## config.mk

```make
export PLATFORM = sky130hd
export DESIGN_NAME = cpu_state_ctl
export DESIGN_NICKNAME = d
export VERILOG_FILES = /design/src/rtl/cpu_state_pkg.sv /design/src/rtl/cpu_state_next.sv /design/src/rtl/cpu_state_reg.sv /design/src/rtl/cpu_state_ctl.sv
export SDC_FILE = /design/constraint.sdc
export NUM_CORES = 1
export LEC_CHECK = 0
export BUFFER_PORTS_ARGS = -buffer_cell sky130_fd_sc_hd__buf_4
export CORE_MARGIN = 2
export CORE_UTILIZATION = 47
export CTS_CLUSTER_SIZE = 24
export DETAILED_ROUTE_END_ITERATION = 8
export PLACE_DENSITY = 0.77
export SETUP_SLACK_MARGIN = 0.15
export SYNTH_ARGS = -nofsm -noshare
export SYNTH_HDL_FRONTEND = slang
export SYNTH_SLANG_ARGS = --single-unit
```

## constraint.sdc

```tcl
create_clock -name clk -period 2.05 [get_ports clk]
set_input_delay 0.1025 -clock clk [delete_from_list [all_inputs] [get_ports clk]]
set_output_delay 0.1025 -clock clk [all_outputs]
set_load 0.01 [all_outputs]
```

## src/rtl/cpu_state_pkg.sv

```systemverilog
package cpu_state_pkg;
  localparam int NUM_ST = 5;
  localparam int VEC_W  = 3;

  typedef enum logic [NUM_ST-1:0] {
    ST_RESET  = 5'b00001,
    ST_EXC    = 5'b00010,
    ST_EXEC   = 5'b00100,
    ST_BUSREL = 5'b01000,
    ST_STOP   = 5'b10000
  } proc_state_e;

  localparam logic [VEC_W-1:0] VEC_RST   = 3'd0;
  localparam logic [VEC_W-1:0] VEC_TRACE = 3'd1;
  localparam logic [VEC_W-1:0] VEC_IRQ   = 3'd2;
  localparam logic [VEC_W-1:0] VEC_TRAP  = 3'd3;
  localparam logic [VEC_W-1:0] VEC_STBY  = 3'd4;
endpackage

```

## src/rtl/cpu_state_next.sv

```systemverilog
module cpu_state_next
  import cpu_state_pkg::*;
(
  input  proc_state_e      cur,
  input  logic             stby_cause,
  input  logic             wdt_ovf,
  input  logic             irq_req,
  input  logic             trace_req,
  input  logic             trap_req,
  input  logic             bus_req,
  input  logic             insn_bound,
  input  logic             sleep_stb,
  input  logic             standby_in,
  input  logic             vec_done,
  output proc_state_e      nxt,
  output logic             load_vec,
  output logic [VEC_W-1:0] nxt_vec,
  output logic             nxt_cause
);
  logic             exc_any;
  logic [VEC_W-1:0] exc_vec;

  // interrupt > trap > trace
  always_comb begin
    exc_any = irq_req | trap_req | trace_req;
    if (irq_req)       exc_vec = VEC_IRQ;
    else if (trap_req) exc_vec = VEC_TRAP;
    else               exc_vec = VEC_TRACE;
  end

  always_comb begin
    nxt       = cur;
    load_vec  = 1'b0;
    nxt_vec   = VEC_RST;
    nxt_cause = stby_cause;
    if (wdt_ovf) begin
      nxt       = ST_RESET;
      nxt_cause = 1'b0;
    end else begin
      case (cur)
        ST_RESET: begin
          nxt      = ST_EXC;
          load_vec = 1'b1;
          nxt_vec  = VEC_RST;
        end
        ST_EXC: begin
          if (vec_done) nxt = ST_EXEC;
        end
        ST_EXEC: begin
          if (exc_any) begin
            nxt      = ST_EXC;
            load_vec = 1'b1;
            nxt_vec  = exc_vec;
          end else if (bus_req && insn_bound) begin
            nxt = ST_BUSREL;
          end else if (sleep_stb || standby_in) begin
            nxt       = ST_STOP;
            nxt_cause = standby_in;
          end
        end
        ST_BUSREL: begin
          if (!bus_req) nxt = ST_EXEC;
        end
        ST_STOP: begin
          nxt_cause = stby_cause | standby_in;
          if (standby_in) begin
            nxt = ST_STOP;
          end else if (stby_cause) begin
            nxt       = ST_EXC;
            load_vec  = 1'b1;
            nxt_vec   = VEC_STBY;
            nxt_cause = 1'b0;
          end else if (irq_req) begin
            nxt      = ST_EXC;
            load_vec = 1'b1;
            nxt_vec  = VEC_IRQ;
          end
        end
        default: nxt = ST_RESET;
      endcase
    end
  end
endmodule

```

## src/rtl/cpu_state_reg.sv

```systemverilog
module cpu_state_reg
  import cpu_state_pkg::*;
(
  input  logic             clk,
  input  logic             rst_n,
  input  proc_state_e      nxt,
  input  logic             load_vec,
  input  logic [VEC_W-1:0] nxt_vec,
  input  logic             nxt_cause,
  input  logic             vec_done,
  input  logic             wdt_ovf,
  output proc_state_e      cur,
  output logic [VEC_W-1:0] vec_q,
  output logic             stby_cause
);
  always_ff @(posedge clk or negedge rst_n) begin
    if (!rst_n) begin
      cur        <= ST_RESET;
      vec_q      <= VEC_RST;
      stby_cause <= 1'b0;
    end else begin
      cur        <= nxt;
      stby_cause <= nxt_cause;
      if (load_vec) vec_q <= nxt_vec;
    end
  end

  assert_state_onehot_R1: assert property (@(posedge clk) disable iff (!rst_n)
    $countones(cur) == 1);

  // back-pressured vector fetch keeps its payload
  assert_vec_hold_R5: assert property (@(posedge clk) disable iff (!rst_n)
    (cur == ST_EXC && !vec_done && !wdt_ovf) |=> (cur == ST_EXC && $stable(vec_q)));
endmodule

```

## src/rtl/cpu_state_ctl.sv

```systemverilog
module cpu_state_ctl
  import cpu_state_pkg::*;
(
  input  logic              clk,
  input  logic              rst_pin_n,
  input  logic              wdt_ovf,
  input  logic              irq_req,
  input  logic              trace_req,
  input  logic              trap_req,
  input  logic              bus_req,
  input  logic              insn_bound,
  input  logic              sleep_stb,
  input  logic              standby_in,
  input  logic              vec_done,
  output logic [NUM_ST-1:0] state_oh,
  output logic              int_mask,
  output logic              vec_req,
  output logic [VEC_W-1:0]  vec_idx,
  output logic              bus_grant,
  output logic              cpu_halt
);
  proc_state_e      cur, nxt;
  logic             load_vec, nxt_cause, stby_cause;
  logic [VEC_W-1:0] nxt_vec, vec_q;

  cpu_state_next u_next (
    .cur        (cur),
    .stby_cause (stby_cause),
    .wdt_ovf    (wdt_ovf),
    .irq_req    (irq_req),
    .trace_req  (trace_req),
    .trap_req   (trap_req),
    .bus_req    (bus_req),
    .insn_bound (insn_bound),
    .sleep_stb  (sleep_stb),
    .standby_in (standby_in),
    .vec_done   (vec_done),
    .nxt        (nxt),
    .load_vec   (load_vec),
    .nxt_vec    (nxt_vec),
    .nxt_cause  (nxt_cause)
  );

  cpu_state_reg u_reg (
    .clk        (clk),
    .rst_n      (rst_pin_n),
    .nxt        (nxt),
    .load_vec   (load_vec),
    .nxt_vec    (nxt_vec),
    .nxt_cause  (nxt_cause),
    .vec_done   (vec_done),
    .wdt_ovf    (wdt_ovf),
    .cur        (cur),
    .vec_q      (vec_q),
    .stby_cause (stby_cause)
  );

  always_comb begin
    state_oh  = cur;
    int_mask  = (cur == ST_RESET) || (cur == ST_EXC);
    vec_req   = (cur == ST_EXC);
    vec_idx   = vec_q;
    bus_grant = (cur == ST_BUSREL);
    cpu_halt  = (cur == ST_RESET) || (cur == ST_BUSREL) || (cur == ST_STOP);
  end

  assert_reset_masked_R2: assert property (@(posedge clk) disable iff (!rst_pin_n)
    state_oh[0] |-> (int_mask && cpu_halt && !bus_grant && !vec_req));

  assert_reset_exit_R3: assert property (@(posedge clk) disable iff (!rst_pin_n)
    (state_oh[0] && !wdt_ovf) |=> (vec_req && vec_idx == VEC_RST));

  assert_wdt_reset_R4: assert property (@(posedge clk) disable iff (!rst_pin_n)
    wdt_ovf |=> state_oh[0]);

  assert_grant_hold_R7: assert property (@(posedge clk) disable iff (!rst_pin_n)
    (bus_grant && bus_req && !wdt_ovf) |=> (bus_grant && cpu_halt));

  assert_grant_at_boundary_R7: assert property (@(posedge clk) disable iff (!rst_pin_n)
    (state_oh[2] && !insn_bound) |=> !bus_grant);

  assert_standby_stays_R9: assert property (@(posedge clk) disable iff (!rst_pin_n)
    (state_oh[4] && standby_in && !wdt_ovf) |=> state_oh[4]);
endmodule

```

==> results of run 1 <==
-- worst paths after layout --
check	from	end	slack [ps]	cells past startpoint
max in group asynchronous	rst_pin_n	u_reg.cur[0]	1640	2
min in group asynchronous	rst_pin_n	u_reg.stby_cause	190	2
max	u_reg.cur[3]	u_reg.vec_q[2]	140	5
min reg2reg	u_reg.vec_q[2]	u_reg.vec_q[2]	520	1
min	wdt_ovf	u_reg.cur[2]	50	2
max reg2reg	u_reg.cur[3]	u_reg.vec_q[2]	140	5
-- what timing repair did --
| action | CTS | global route |
|---|---|---|
| hold endpoints to repair | 9 | 0 |
| gates resized for setup | 2 | 5 |
| setup endpoints to repair | 1 | 3 |
| pin swaps | 0 | 3 |
| buffers inserted | 0 | 7 |
| hold buffers | 1 | 0 |
-- worst max-delay path, stage by stage (launching register included) --
cell	delay [ps]
dfrtp_2	440
or3_4	400
nor4b_4	360
a211oi_4	70
and3b_4	220
mux2_4	290
-- report_power, final --
group          switching (uW)  internal [uW]  total (uW)
Clock                    68.9           75.5         144
Sequential               15.9            192         208
Combinational             117            120         237
Total                     202            388         590
-- synthesized netlist by cell type, drive strengths merged (2+ instances only) --
master,number
a21oi,4
a31oi,2
and3,2
buf,5
dfrtp,8
inv,5
nand2,3
nand2b,2
nand3,4
nor2,9
nor3,3
nor3b,3
nor4b,2
o21ai,4
or3,2
or4,2
-- cells by family after synthesis --
| logic type | Yosys count | share of synthesized area, % |
|---|---|---|
| AO/OA/AOI/OAI | 19 | 19.2 |
| buffers and inverters | 10 | 7.97 |
| multiplexers | 2 | 3.62 |
| flip-flops | 9 | 32.8 |
| XOR/XNOR | 2 | 2.54 |
| AND/OR/NAND/NOR | 36 | 33.9 |
-- state kept, by name, indices dropped and copies added, names as in the netlist --
signal            cells
u_reg.vec_q           3
u_reg.stby_cause      1
u_reg.cur             5
-- final cells by class --
cell class              count  area, sq um
multi-input cells          59          423
fillers                   108          353
repair buffers             34          263
flip-flops and latches      9          231
clock buffers               4         26.3
inverters                   5         18.8
well taps                  15         18.8
-- metrics by stage --
stage                     cells  instance area, sq um  util [%]  hold slack [ps]
after floorplan              78                   691         -             -193
after global placement      114                   868      65.1            -67.4
after detailed placement    114                   868      65.1            -63.6
after CTS                   119                   907      68.0             46.8
after global routing        126                   981      73.5             59.1
final                       126                   981      73.5             48.0
-- metal layers --
layer	share of wire [%]	GRT usage (%)
met5	0	0
met4	1.8	7.50
met3	7.0	2.59
met2	49	37.5
met1	42	27.3
==> metrics.yaml, run 1 <==
run_status:
  run_status: "complete, no violations"
synth:
  synth_top_area_cell: "dfrtp_1"
  synth_cell_type_count: 39
  synth_edf_count: 0
  yosys_register_bits: 9
  yosys_warnings: 0
  yosysSeqAreaShare_pct: 32.8
  async_flop_share_pct: 100
  synthFlopType: "dfrtp_1"
  synth.top_cell.area_share_pct: 29.0
  syn_inst: 78
  syn_area_sq_um: 691
  avgSynthCellArea_sq_um: 8.85
  synth.area.top_cells: "dfrtp_1 29%, nor2_1 4.3%, dfstp_2 3.8%"
  synth_nets: 89
die:
  dieArea_sq_um: 1790
  coreArea_sq_um: 1330
  fp-row-count: 13
  fp.dieW_microns: 42.3
  ioPinCount: 23
  initial_core_util_pct: 51.8
  die_y_microns: 42.3
detailed_routing:
  via_per_inst: 6.08
  drc: 0
  routed_wl_mm: 1.98
  wl_per_cell_microns: 15.7
  via_count: 766
  first_pass_iters: 4
  drt_iter0_drc: 30
  antenna_left: 0
clock_network:
  ctsLongestPathBuffers: 2
  cts.sinks: 9
  path_clk_slew_ps: 60
  cts_tree: "done"
  cts_root_buf: "clkbuf_4"
  clock_latency_ps: 270
  htreeDepth: 1
  cts_buffers: 3
setup_path:
  path_class: "reg -> reg"
  path_max_fanout: 6
  cp.required_ps: 2210
  worstPathArrival_ps: 2070
  startpoint_type: "flip-flop"
  end_kind: "flip-flop"
cells_and_area:
  final_cell_mix: "32 x buf_4, 8 x nor2_1, 5 x inv_1"
  nets: 123
  area_growth_pct: 42.0
  diodes: 0
  layout-drive-gt1-share_pct: 44.1
  layout_commonest_cell: "buf_4"
min_path:
  worstHoldPathType: "in -> reg"
sta:
  period_minus_slack_ps: 1910
  clock_skew_ps: 0.817
  tightest_slew_ps: 436
  worst_slack_ps: 136
  max_slew_margin_pct: 70.6
  rsz0062_at_grt: "yes"
  fin_setup_tns_ps: 0
  drv_slew: 0
  finalSetupViolations: 0
  hold_viol: 0
  timing.final.crit_share_pct: 93.4
  fmax_ghz: 0.522
run:
  drv_cap: 0
power:
  p_total_uw: 590
  peakVddDrop_v: 0.000371
  p_leak_uw: 0.000455
  power_density_nw_per_um2: 601
place:
  preCtsSetupSlack_ps: 154
  globalplace.congestion: 0.888
  place.detailed.hpwl_mm: 1.35
  numPortBuffers: 22
grt:
  grt_pass1_wl_mm: 2.96
  grt_max_degree: 12
  grt.overflow.total: 0
  grt_usage_pct: 21.6
  antenna_found_initial: 0
  grt_pass1_vias: 636
Note: power is estimated with default switching activity, not from simulation.
==> inputs of run 2 (changes only) <==
--- a/config.mk
+++ b/config.mk
@@ -5,12 +5,13 @@
 export SDC_FILE = /design/constraint.sdc
 export NUM_CORES = 1
 export LEC_CHECK = 0
-export BUFFER_PORTS_ARGS = -buffer_cell sky130_fd_sc_hd__buf_4
 export CORE_MARGIN = 2
 export CORE_UTILIZATION = 47
 export CTS_CLUSTER_SIZE = 24
 export DETAILED_ROUTE_END_ITERATION = 8
-export PLACE_DENSITY = 0.77
+export DONT_BUFFER_PORTS = 1
+export MAX_ROUTING_LAYER = met4
+export PLACE_DENSITY = 0.64
 export SETUP_SLACK_MARGIN = 0.15
 export SYNTH_ARGS = -nofsm -noshare
 export SYNTH_HDL_FRONTEND = slang
==> run 2 against run 1 <==
- wire length is 0.61% higher
- critical path depth unchanged
- via count is 8.2% lower
- clock skew grew 3.9 ps
- clock power shrank 3%
- highest routed layer unchanged
- sequential share of layout area increased by 2.2 points
- first-iteration DRC count up 6.7%
- largest cell class unchanged
- register-to-register slack gained 20 ps
- sequential power is 4% higher
==> metrics.yaml, run 2 (synthesis results as in run 1) <==
setup_path:
  cp.required_ps: 2200
  path_max_fanout: 6
  critical-path-top-delay-family: "simple AND/OR/NAND/NOR gates"
  path_cells: "or3_4 -> nor4b_4 -> a211oi_2 -> and3b_4 -> mux2_4"
  path_buf_inv: 0
  end_kind: "flip-flop"
  path_class: "reg -> reg"
  worstPathArrival_ps: 2040
  startpoint_type: "flip-flop"
  cpMaxStageDelayCell: "dfrtp_2"
  max_stage_delay_ps: 450
sta:
  finalSetupViolations: 0
  fmax_ghz: 0.529
  fin_setup_tns_ps: 0
  clock_skew_ps: 4.69
  tightest_slew_ps: 437
  period_minus_slack_ps: 1890
  hold_viol: 0
  drv_slew: 0
  timing.final.crit_share_pct: 92.3
  rsz0062_at_grt: "no"
  max_slew_margin_pct: 70.8
detailed_routing:
  wl_per_cell_microns: 17.7
  first_pass_iters: 4
  via_per_inst: 6.22
  via_count: 703
  drc: 0
  antenna_left: 0
  drt_iter0_drc: 32
  routed_wl_mm: 2.00
die:
  coreArea_sq_um: 1330
  ioPinCount: 23
  fp.dieW_microns: 42.3
  dieArea_sq_um: 1790
  initial_core_util_pct: 51.8
  die_y_microns: 42.3
  fp-row-count: 13
power:
  p_leak_uw: 0.000374
  power_density_nw_per_um2: 611
  p_total_uw: 548
  peakVddDrop_v: 0.000419
cells_and_area:
  largest_register_ffs: 5
  multi_input_area_sq_um: 427
  area_growth_pct: 29.7
  fin_area_sq_um: 896
  layout_commonest_cell: "buf_4"
  largest_registers: "u_reg.cur (5), u_reg.vec_q (3), u_reg.stby_cause (1)"
  top_register: "u_reg.cur"
  final_cell_mix: "15 x buf_4, 8 x nor2_1, 5 x inv_1, 5 x dlygate4sd3_1"
  seq_area_sq_um: 231
  nets: 110
  fillers: 112
  diodes: 0
  layout-drive-gt1-share_pct: 35.7
place:
  placed_area_sq_um: 733
  numPortBuffers: 0
  globalplace.congestion: 0.904
  place.detailed.hpwl_mm: 1.38
grt:
  grt_pass1_vias: 583
  grt_usage_pct: 21.8
  grt_pass1_wl_mm: 2.83
  grt_max_degree: 12
  grt.overflow.total: 0
  antenna_found_initial: 0
run:
  drv_cap: 0
clock_network:
  htreeDepth: 1
  clock_latency_ps: 260
  ctsLongestPathBuffers: 2
  cts_root_buf: "clkbuf_4"
  cts.sinks: 9
  cts_tree: "done"
  path_clk_slew_ps: 60
  cts_buffers: 3
min_path:
  worstHoldPathType: "in -> reg"
run_status:
  run_status: "complete, no violations"
==> run 2: stage by stage <==
step | utilization (%) | cells | worst slack, ps | hold slack (ps)
after floorplan | - | 78 | 156 | -193
after global placement | 55.0 | 96 | 165 | -193
after detailed placement | 55.0 | 96 | 154 | -193
after CTS | 59.4 | 103 | 154 | 7.62
after global routing | 67.2 | 113 | 108 | 16.0
final | 67.2 | 113 | 159 | 24.3
==> run 2: cell type report <==
cell class	count	share of cell area, %
multi-input cells	59	47.6
flip-flops and latches	9	25.8
repair buffers	21	19.4
clock buffers	4	2.93
inverters	5	2.09
well taps	15	2.09
==> run 2: worst reg2reg max path, cell delays in order (launching register included) <==
cell,delay [ps]
dfrtp_2,450
or3_4,430
nor4b_4,320
a211oi_2,110
and3b_4,200
mux2_4,280
==> run 2: what timing repair did <==
| item | in CTS | in global routing |
|---|---|---|
| setup endpoints to repair | 1 | 1 |
| hold buffers | 3 | 2 |
| buffers inserted | 0 | 8 |
| endpoints found under the hold margin | 15 | 2 |
| pin swaps | 0 | 5 |
| resized for setup | 2 | 8 |
==> run 2: where the power goes <==
| part | total, uW | switching (uW) | internal, uW |
|---|---|---|---|
| registers | 217 | 24.8 | 193 |
| clock network | 139 | 63.8 | 75.1 |
| logic | 191 | 97.3 | 93.9 |
| total | 548 | 186 | 362 |
==> run 2: final timing paths <==
| kind | end | slack (ps) | from | cells after the start |
|---|---|---|---|---|
| min in group asynchronous | u_reg.stby_cause | 210 | rst_pin_n | 1 |
| setup / recovery | u_reg.vec_q[2] | 160 | u_reg.cur[3] | 5 |
| hold reg to reg | u_reg.vec_q[1] | 580 | u_reg.vec_q[1] | 2 |
| hold / removal | u_reg.cur[2] | 20 | standby_in | 2 |
| setup reg to reg | u_reg.vec_q[2] | 160 | u_reg.cur[3] | 5 |
| max in group asynchronous | u_reg.cur[0] | 1500 | rst_pin_n | 1 |
==> run 2: metal layers <==
layer,vias to the layer above,GRT usage (%),share of wire [%]
li1,328,-,-
met1,318,26.4,40
met2,49,33.5,48
met3,8,6.47,9.8
met4,0,9.38,2.7
met5,-,-,0
==> inputs of run 3 (changes only) <==
--- a/config.mk
+++ b/config.mk
@@ -10,7 +10,6 @@
 export CTS_CLUSTER_SIZE = 24
 export DETAILED_ROUTE_END_ITERATION = 8
 export DONT_BUFFER_PORTS = 1
-export MAX_ROUTING_LAYER = met4
 export PLACE_DENSITY = 0.64
 export SETUP_SLACK_MARGIN = 0.15
 export SYNTH_ARGS = -nofsm -noshare
==> run 3 against run 2 <==
- final area is the same
- via count unchanged
- core utilization unchanged
- clock-buffer cell count stayed put
- critical endpoint unchanged
- first-iteration DRC count stayed put
- critical path type unchanged
- worst setup slack about the same
- combinational power about the same
- worst hold slack hardly changed
- clock skew about the same
- die area is the same
- total power about the same
- highest routed layer unchanged
==> metrics.yaml, run 3 (synthesis results as in run 1) <==
grt:
  grt_usage_pct: 21.3
  grt.overflow.total: 0
  grt_pass1_vias: 582
  grt_pass1_wl_mm: 2.83
  antenna_found_initial: 0
  grt_max_degree: 12
sta:
  fmax_ghz: 0.529
  tightest_slew_ps: 437
  fin_setup_tns_ps: 0
  period_minus_slack_ps: 1890
  clock_skew_ps: 4.60
  hold_viol: 0
  drv_slew: 0
  timing.final.crit_share_pct: 92.3
  rsz0062_at_grt: "no"
  finalSetupViolations: 0
  max_slew_margin_pct: 70.8
setup_path:
  cp.required_ps: 2200
  startpoint_type: "flip-flop"
  path_max_fanout: 6
  worstPathArrival_ps: 2040
  end_kind: "flip-flop"
  path_class: "reg -> reg"
detailed_routing:
  drt_iter0_drc: 32
  routed_wl_mm: 2.00
  via_per_inst: 6.22
  wl_per_cell_microns: 17.7
  first_pass_iters: 4
  via_count: 703
  antenna_left: 0
  drc: 0
die:
  initial_core_util_pct: 51.8
  fp.dieW_microns: 42.3
  coreArea_sq_um: 1330
  ioPinCount: 23
  dieArea_sq_um: 1790
  fp-row-count: 13
  die_y_microns: 42.3
cells_and_area:
  fin_area_sq_um: 896
  area_growth_pct: 29.7
  largest_register_ffs: 5
  diodes: 0
  largest_registers: "u_reg.cur (5), u_reg.vec_q (3), u_reg.stby_cause (1)"
  final_cell_mix: "15 x buf_4, 8 x nor2_1, 5 x inv_1, 5 x dlygate4sd3_1"
  layout-drive-gt1-share_pct: 35.7
  nets: 110
  top_register: "u_reg.cur"
  layout_commonest_cell: "buf_4"
clock_network:
  path_clk_slew_ps: 60
  cts_tree: "done"
  htreeDepth: 1
  ctsLongestPathBuffers: 2
  cts_root_buf: "clkbuf_4"
  clock_latency_ps: 260
  cts_buffers: 3
  cts.sinks: 9
run_status:
  run_status: "complete, no violations"
place:
  globalplace.congestion: 0.889
  numPortBuffers: 0
  placed_area_sq_um: 733
  place.detailed.hpwl_mm: 1.38
min_path:
  worstHoldPathType: "in -> reg"
power:
  power_density_nw_per_um2: 611
  p_leak_uw: 0.000374
  peakVddDrop_v: 0.000419
run:
  drv_cap: 0
==> run 3: repair_timing <==
action / CTS / global route
hold buffers: 3 / 2
endpoints found under the hold margin: 15 / 2
buffers inserted: 0 / 8
pin swaps: 0 / 5
resized for setup: 2 / 8
endpoints found under the setup margin: 1 / 1
==> run 3: worst max-delay path, stage by stage, from the launching register on <==
cell	delay, ps
dfrtp_2	450
or3_4	420
nor4b_4	320
a211oi_2	110
and3b_4	200
mux2_4	280
==> run 3: final timing paths <==
kind                                         end  slack, ps      startpoint  depth (start not counted)
worst max-delay path              u_reg.vec_q[2]        160    u_reg.cur[3]                          5
worst min-delay path                u_reg.cur[2]         20      standby_in                          2
worst max register to register    u_reg.vec_q[2]        160    u_reg.cur[3]                          5
worst min register to register    u_reg.vec_q[1]        580  u_reg.vec_q[1]                          2
max in group asynchronous           u_reg.cur[0]       1500       rst_pin_n                          1
min in group asynchronous       u_reg.stby_cause        210       rst_pin_n                          1
==> run 3: metrics by stage <==
step                hold WS (ps)  power [uW]  cells  worst slack [ps]  util, %
floorplan                   -193         339     78               156        -
global placement            -193         371     96               165     55.0
detailed placement          -193         373     96               154     55.0
CTS                         7.62         522    103               154     59.4
global route                16.0         584    113               108     67.2
finish                      24.3         548    113               159     67.2
==> run 3: routing by layer <==
layer,track usage (%),vias up,part of all wire [%]
met4,9.38,0,2.7
met1,26.9,318,40
met3,6.90,8,9.8
met5,0,-,0
met2,32.9,49,48
li1,-,328,-
==> run 3: where the power goes <==
part / switching (uW) / internal (uW)
clock: 63.8 / 75.1
combinational: 97.3 / 93.9
sequential: 24.8 / 193
total: 186 / 362
==> run 3: final cells by class <==
class                      instances  area [sq um]
fill                             112           438
clock buffer                       4          26.3
inverter                           5          18.8
multi-input combinational         59           427
tap                               15          18.8
sequential                         9           231
timing repair buffer              21           174
